[config.mk]
export PLATFORM = sky130hd
export DESIGN_NAME = spi_flag_ctrl
export DESIGN_NICKNAME = d
export VERILOG_FILES = /design/src/rtl/spi_flag_ctrl.sv
export SDC_FILE = /design/constraint.sdc
export NUM_CORES = 1
export LEC_CHECK = 0
export ABC_CLOCK_PERIOD_IN_PS = 800
export CAP_MARGIN = 5
export CORE_AREA = 2 2 39 41
export CTS_CLUSTER_DIAMETER = 40
export CTS_CLUSTER_SIZE = 20
export DETAILED_ROUTE_END_ITERATION = 12
export DIE_AREA = 0 0 41 43
export GPL_TIMING_DRIVEN = 1
export PLACE_DENSITY = 0.59
export SETUP_SLACK_MARGIN = 0.15
export SYNTH_ARGS = -nofsm -noshare
export SYNTH_HDL_FRONTEND = slang
export SYNTH_SLANG_ARGS = --single-unit
[constraint.sdc]
create_clock -name clk -period 0.8 [get_ports clk]
set_input_delay 0.16 -clock clk [delete_from_list [all_inputs] [get_ports clk]]
set_output_delay 0.16 -clock clk [all_outputs]
set_load 0.005 [all_outputs]
[src/rtl/spi_flag_ctrl.sv]
module spi_flag_ctrl (
  input  logic       clk,
  input  logic       rst_n,
  input  logic       bus_rd,
  input  logic       bus_wr,
  input  logic       reg_sel,
  input  logic       cfg_cpha,
  input  logic       cfg_irq_en,
  input  logic       cfg_master,
  input  logic       ss_n,
  input  logic       sck_active,
  input  logic       byte_done,
  output logic [7:0] stat_byte,
  output logic       irq,
  output logic       data_wr_ok
);

  localparam int NF     = 3;
  localparam int F_DONE = 2;
  localparam int F_WCOL = 1;
  localparam int F_MODF = 0;

  logic [NF-1:0] flag_q, arm_q, set_ev, clr_mask, arm_add;
  logic          stat_rd, data_acc, phase_q, win_cpha1, busy;

  assign stat_rd  = bus_rd & ~reg_sel;
  assign data_acc = (bus_rd | bus_wr) & reg_sel;

  // clock-phase 1 window: opens on serial clock activity under select, closes at byte end
  assign win_cpha1 = phase_q | (sck_active & ~ss_n);
  assign busy      = cfg_cpha ? win_cpha1 : ~ss_n;

  always_ff @(posedge clk) begin
    if (!rst_n)                       phase_q <= 1'b0;
    else if (!cfg_cpha || byte_done)  phase_q <= 1'b0;
    else if (sck_active && !ss_n)     phase_q <= 1'b1;
  end

  assign set_ev[F_DONE] = byte_done;
  assign set_ev[F_WCOL] = bus_wr & reg_sel & busy;
  assign set_ev[F_MODF] = cfg_master & ~ss_n;

  assign clr_mask = data_acc ? arm_q : '0;
  assign arm_add  = stat_rd ? flag_q : '0;

  always_ff @(posedge clk) begin
    if (!rst_n) begin
      flag_q <= '0;
      arm_q  <= '0;
    end else begin
      flag_q <= set_ev | (flag_q & ~clr_mask);
      arm_q  <= ~set_ev & (data_acc ? '0 : (arm_q | arm_add));
    end
  end

  assign stat_byte  = {flag_q[F_DONE], flag_q[F_WCOL], 1'b0, flag_q[F_MODF], 4'b0000};
  assign irq        = flag_q[F_DONE] & cfg_irq_en;
  assign data_wr_ok = ~busy & (~flag_q[F_DONE] | arm_q[F_DONE]);

  AST_DONE_SET: assert property (@(posedge clk) disable iff (!rst_n)
    byte_done |=> stat_byte[7]);
  AST_DONE_CLR_BY_DATA: assert property (@(posedge clk) disable iff (!rst_n)
    stat_byte[7] && !data_acc |=> stat_byte[7]);
  AST_WR_BLOCKED: assert property (@(posedge clk) disable iff (!rst_n)
    stat_byte[7] && !arm_q[F_DONE] |-> !data_wr_ok);
  AST_WCOL_SET: assert property (@(posedge clk) disable iff (!rst_n)
    bus_wr && reg_sel && busy |=> stat_byte[6]);
  AST_IRQ_DROP: assert property (@(posedge clk) disable iff (!rst_n)
    !stat_byte[7] |-> !irq);
  AST_STAT_WR_NOP: assert property (@(posedge clk) disable iff (!rst_n)
    bus_wr && !reg_sel && !byte_done && !(cfg_master && !ss_n) |=> $stable(stat_byte));
  AST_MODF_SET: assert property (@(posedge clk) disable iff (!rst_n)
    cfg_master && !ss_n |=> stat_byte[4]);

endmodule

* After elaboration in Yosys (flattened, before gate mapping) *
Index checks and enable logic that the tools add are counted.

storage, ports and cells
  register bits after elaboration = 7
  input port bits = 11
  output and inout bits = 10
  logic and storage cells = 34

cells by class
  mux-type cells = 4
  bitwise logic cells = 22
  reduce and logical (&&, ||, !) cells = 5

operators by type and width
  cell               number
  $mux 3             3
  $and 1x1->1        8
  $and 3x3->3        2
  $not 3->3          2
  $or 3x3->3         2
  $not 1->1          5
  $or 1x1->1         3
  $logic_not 1->1    2
  $reduce_or 2->1    1
  $logic_and 1x1->1  1
  $logic_or 1x1->1   1
  $mux 1             1

* Depth between registers and ports, before layout *
  depth after elaboration = 7
  gate-level depth with buffers = 3
  depth with buffers taken out = 3

* Least setup slack after synthesis *
Ideal clock, no wire load.

  kind = flip-flop to flip-flop
  start = register phase_q
  end = register flag_q[1]
  setup time = 0.116 ns
  data arrival time = 0.646 ns
  required time = 0.684 ns
  path slack = 0.038 ns
  stages on the path, launching flop included = 4
  path buffers = 0
  clock period less this slack = 0.762 ns
  cell sequence = dfxtp_1 -> nand2_1 -> o21ai_1 -> a41o_2

between the ends
  word-level cells in the longest chain between the ends = 4

RTL lines
  what                    RTL line  text
  start, declared         24        logic stat_rd, data_acc, phase_q, win_cpha1, busy;
  start signal, assigned  34        if (!rst_n) phase_q <= 1'b0;
  start signal, assigned  35        else if (!cfg_cpha || byte_done) phase_q <= 1'b0;
  start signal, assigned  36        else if (sck_active && !ss_n) phase_q <= 1'b1;
  $or 1x1->1              30        assign win_cpha1 = phase_q | (sck_active & ~ss_n);
  $mux 1                  31        assign busy = cfg_cpha ? win_cpha1 : ~ss_n;
  $and 1x1->1             40        assign set_ev[F_WCOL] = bus_wr & reg_sel & busy;
  $or 3x3->3              51        flag_q <= set_ev | (flag_q & ~clr_mask);
  end signal, assigned    51
  end, declared           23        logic [NF-1:0] flag_q, arm_q, set_ev, clr_mask, arm_add;

No other way between the ends.
A chain may end at the register's enable or synchronous reset.

* Final worst setup path *
  start = input cfg_cpha
  end = output data_wr_ok

between the ends
  word-level cells in the longest chain between the ends = 3

RTL lines
  what             RTL line  text
  start, declared  7         input logic cfg_cpha,
  $mux 1           31
  $not 1->1        58        assign data_wr_ok = ~busy & (~flag_q[F_DONE] | arm_q[F_DONE]);
  $and 1x1->1      58
  end, declared    15        output logic data_wr_ok

No other way between the ends.

==> impl_table.tex <==
\begin{tabular}{lr}
\hline
Metric & Value \\
\hline
\multicolumn{2}{l}{\textbf{Outcome}} \\
\quad Run status & complete, but fails checks \\
\quad Violated checks & negative setup slack \\
\multicolumn{2}{l}{\textbf{Min path}} \\
\quad Instance count along the most critical hold path & 3 \\
\quad Capture endpoint of the worst hold path & flag\_q[2] \\
\quad Origin of the worst min-delay path & rst\_n \\
\quad Class of the worst hold path & in -> reg \\
\multicolumn{2}{l}{\textbf{Layout}} \\
\quad Layout cells sized above 1 & a little under three fifths \\
\quad Antenna Cells & 0 \\
\quad Post-route design area & 636 um2 \\
\quad Synth-to-Final Area Change & 80.8\% \\
\quad Layout Nets & 82 \\
\quad Number of standard cells in the layout, taps in and fillers out & 86 \\
\multicolumn{2}{l}{\textbf{Place}} \\
\quad Number of cells after detailed placement & 80 \\
\quad PortBufs & 15 \\
\quad Setup Slack @ Placement & -0.858 ns \\
\quad Routability congestion estimate from global placement & around 0.67 \\
\quad HPWL reported at the end of detailed placement & 632 um \\
\quad Placement Cell Area & 571 um2 \\
\multicolumn{2}{l}{\textbf{Timing}} \\
\quad Setup tns final & -0.731 ns \\
\quad Final-report setup violation count & 9 \\
\quad Share of the clock period used by the worst path after layout & 131\% \\
\quad Hold Violations, Final & 0 \\
\quad Final Critical Period & 1.05 ns \\
\quad Max-slew violations & 0 \\
\quad Post-route setup slack & -0.248 ns \\
\quad Achievable Freq & 955 MHz \\
\quad Maximum clock skew at final layout & 0.000384 ns \\
\quad Unrepaired setup endpoints after global routing & yes \\
\multicolumn{2}{l}{\textbf{Routing}} \\
\quad Starting DRC count in detailed routing & 1 \\
\quad Routed wire length & about 780 um \\
\quad Average wire length per cell after detail routing & 9.07 um \\
\quad Remaining routing DRC violations & 0 \\
\quad Vias per std cell & $\sim$4.2 \\
\quad Count of vias placed by the detailed router & 365 \\
\quad Number of antenna-violating nets in the routed design & 0 \\
\quad First-pass DRT Iterations & 4 \\
\multicolumn{2}{l}{\textbf{Power and ir drop}} \\
\quad Static leakage & 0.000291 uW \\
\quad Proportion of total power due to net switching & between 20\% and 30\% \\
\quad Part of the total power dissipated in sequential elements & 42.2\% \\
\quad Part of the power in the clock network & 34.9\% \\
\quad Sw Pwr & 209 uW \\
\quad Maximum vdd ir drop & roughly 0.63 mV \\
\quad Overall Power & a little under 900 uW \\
\quad PD cells & $\sim$1400 nW/um2 \\
\quad Design internal power & 677 uW \\
\quad Part of the power in combinational logic & 22.9\% \\
\multicolumn{2}{l}{\textbf{Floorplanning}} \\
\quad Starting utilization of the core area & 25.4\% \\
\quad Floorplan die height & 43 um \\
\quad Die extent in x & just over 40 um \\
\quad Floorplan row count & 14 \\
\quad Core area & 1380 um2 \\
\quad Boundary pin count & 21 \\
\quad Die area & 1760 um2 \\
\multicolumn{2}{l}{\textbf{CTS}} \\
\quad Worst-skew pair later-pin latency & roughly 0.24 ns \\
\quad Root buffer cell & sky130\_fd\_sc\_hd\_\_clkbuf\_4 \\
\quad CTS tree & built \\
\quad CTS Hold Bufs & 0 \\
\quad Total CTS buffers & 3 \\
\quad Clock H-tree levels & 1 \\
\quad Maximum number of buffers from clock root to sink & 2 \\
\quad Clock-pin transition on the worst setup and hold timing paths & 0.05 ns \\
\quad Num Clock Sinks & 7 \\
\multicolumn{2}{l}{\textbf{Synth}} \\
\quad Number of unique standard cell types used by synthesis & 18 \\
\quad Total of flip-flops plus latches after synthesis & 7 \\
\quad Mapped Area & 352 um2 \\
\quad Post-synthesis sequential area ratio & 39.9\% \\
\quad Synthesized netlist cell count & 41 \\
\quad Syn Area/Cell & 8.58 um2 \\
\quad Warning count from the yosys run & 0 \\
\multicolumn{2}{l}{\textbf{Global route}} \\
\quad Total global routing overflow & 0 \\
\quad Wire length of the first global-routing pass & between 1000 and 1500 um \\
\quad Number of global-route vias before repair & between 300 and 400 \\
\quad Number of antenna violations at the first check in global routing & 0 \\
\quad Maximum number of pins on one net before global-route repair & 6 \\
\quad Tot GR Track Use & 11.6\% \\
\multicolumn{2}{l}{\textbf{Worst setup path}} \\
\quad Endpoint kind of the worst setup timing path & output pin \\
\quad Crit Path Class & in -> out \\
\quad Worst-path fanout max & 3 \\
\quad RR Endpoint & flag\_q[1] \\
\quad Worst flop-to-flop path startpoint & phase\_q \\
\quad Setup slack of the worst register-to-register path & -0.08 ns \\
\quad Data required time of the critical path & 0.64 ns \\
\quad R2R depth & 4 \\
\quad CP Launch Type & input pin \\
\quad Arrival time of data at the critical path endpoint & 0.89 ns \\
\multicolumn{2}{l}{\textbf{Flow run}} \\
\quad Max cap viols & 0 \\
\hline
\end{tabular}
synthesized netlist by cell type:
cell                       number  area share [%]
sky130_fd_sc_hd__a31oi_1        1             1.8
sky130_fd_sc_hd__nor3_2         2             5.7
sky130_fd_sc_hd__inv_1          3             3.2
sky130_fd_sc_hd__and2_1         1             1.8
sky130_fd_sc_hd__o21a_1         2             4.3
sky130_fd_sc_hd__conb_1         1             1.1
sky130_fd_sc_hd__a41o_2         1             3.2
sky130_fd_sc_hd__o21ai_0        1             1.4
sky130_fd_sc_hd__a21boi_0       1             2.1
sky130_fd_sc_hd__nand2b_4       1             3.9
sky130_fd_sc_hd__nand2_1        3             3.2
sky130_fd_sc_hd__dfxtp_1        7              40
sky130_fd_sc_hd__o21ai_1        1             1.4
sky130_fd_sc_hd__a21oi_1        6             8.5
sky130_fd_sc_hd__buf_4          5              11
sky130_fd_sc_hd__nor3_1         1             1.4
sky130_fd_sc_hd__nor2_1         1             1.1
sky130_fd_sc_hd__nor2b_1        3             5.3
metal layers:
layer / wire length, um / track usage (%)
met2: 420 / 18.1
met4: 0 / 6.00
met3: 48 / 4.71
met5: 0 / 0
met1: 312 / 12.6
cell type report:
class,count,area [um2]
Timing Repair Buffer,26,216
Multi-Input combinational cell,30,216
Tap cell,16,20.0
Fill cell,149,748
Inverter,3,11.3
Sequential cell,7,145
Clock buffer,4,26.3
cells by family after synthesis:
family	after synthesis	synth area share, %
AO/OA/AOI/OAI	13	22.8
AND/OR/NAND/NOR	12	22.4
buffers and inverters	8	13.9
flip-flops	7	39.9
other	1	1.07
timing repair:
item                                    CTS  global route
pin swaps                                 6             6
buffers inserted                          1             1
endpoints found under the hold margin     0             0
resized for setup                        48             7
gates cloned                              0             0
endpoints found under the setup margin   12            12
worst max path at each step:
| stage | to | cells after the start | slack (ns) | startpoint |
|---|---|---|---|---|
| floorplan | flag_q[1] | 3 | 0.08 | flag_q[1] |
| global placement | data_wr_ok | 5 | -0.85 | cfg_cpha |
| detailed placement | data_wr_ok | 5 | -0.86 | cfg_cpha |
| CTS | data_wr_ok | 4 | -0.26 | phase_q |
| global route | data_wr_ok | 4 | -0.32 | phase_q |
| finish | data_wr_ok | 5 | -0.25 | cfg_cpha |
critical path, stage by stage:
cell                            delay (ns)
sky130_fd_sc_hd__dlygate4sd2_1        0.26
sky130_fd_sc_hd__nor2b_1              0.14
sky130_fd_sc_hd__o21ai_2              0.17
sky130_fd_sc_hd__a21oi_2              0.04
sky130_fd_sc_hd__buf_2                0.12
cell usage in the layout, fill, tap and decap left out, drive strengths merged:
cell / count
buf: 17
dfxtp: 7
a21oi: 6
conb: 5
clkdlybuf4s15: 4
clkbuf: 4
inv: 3
dlygate4sd2: 3
nand2: 3
nor2b: 3
nor3: 3
o21ai: 2
o21a: 2
clkdlybuf4s50: 2
and2: 1
nand2b: 1
a41o: 1
a31oi: 1
a21boi: 1
nor2: 1
per-stage QoR:
stage,util (%),hold WS (ns)
detailed placement,41.2,0.461
global route,45.9,0.205
global placement,41.2,0.456
CTS,44.6,0.307
floorplan,-,0.230
finish,45.9,0.199
flip-flops by register name, summed over array words and instances (netlist names):
register  cells
phase_q       1
flag_q        3
arm_q         3
power by group through the flow:
stage               Sequential (uW)  Combinational (uW)  Clock [uW]
CTS                             372                 192         326
finish                          374                 203         309
global placement                378                 191           0
floorplan                       380                72.7           0
detailed placement              379                 193           0
global route                    375                 224         352
Power figures use the tool's default switching activity.
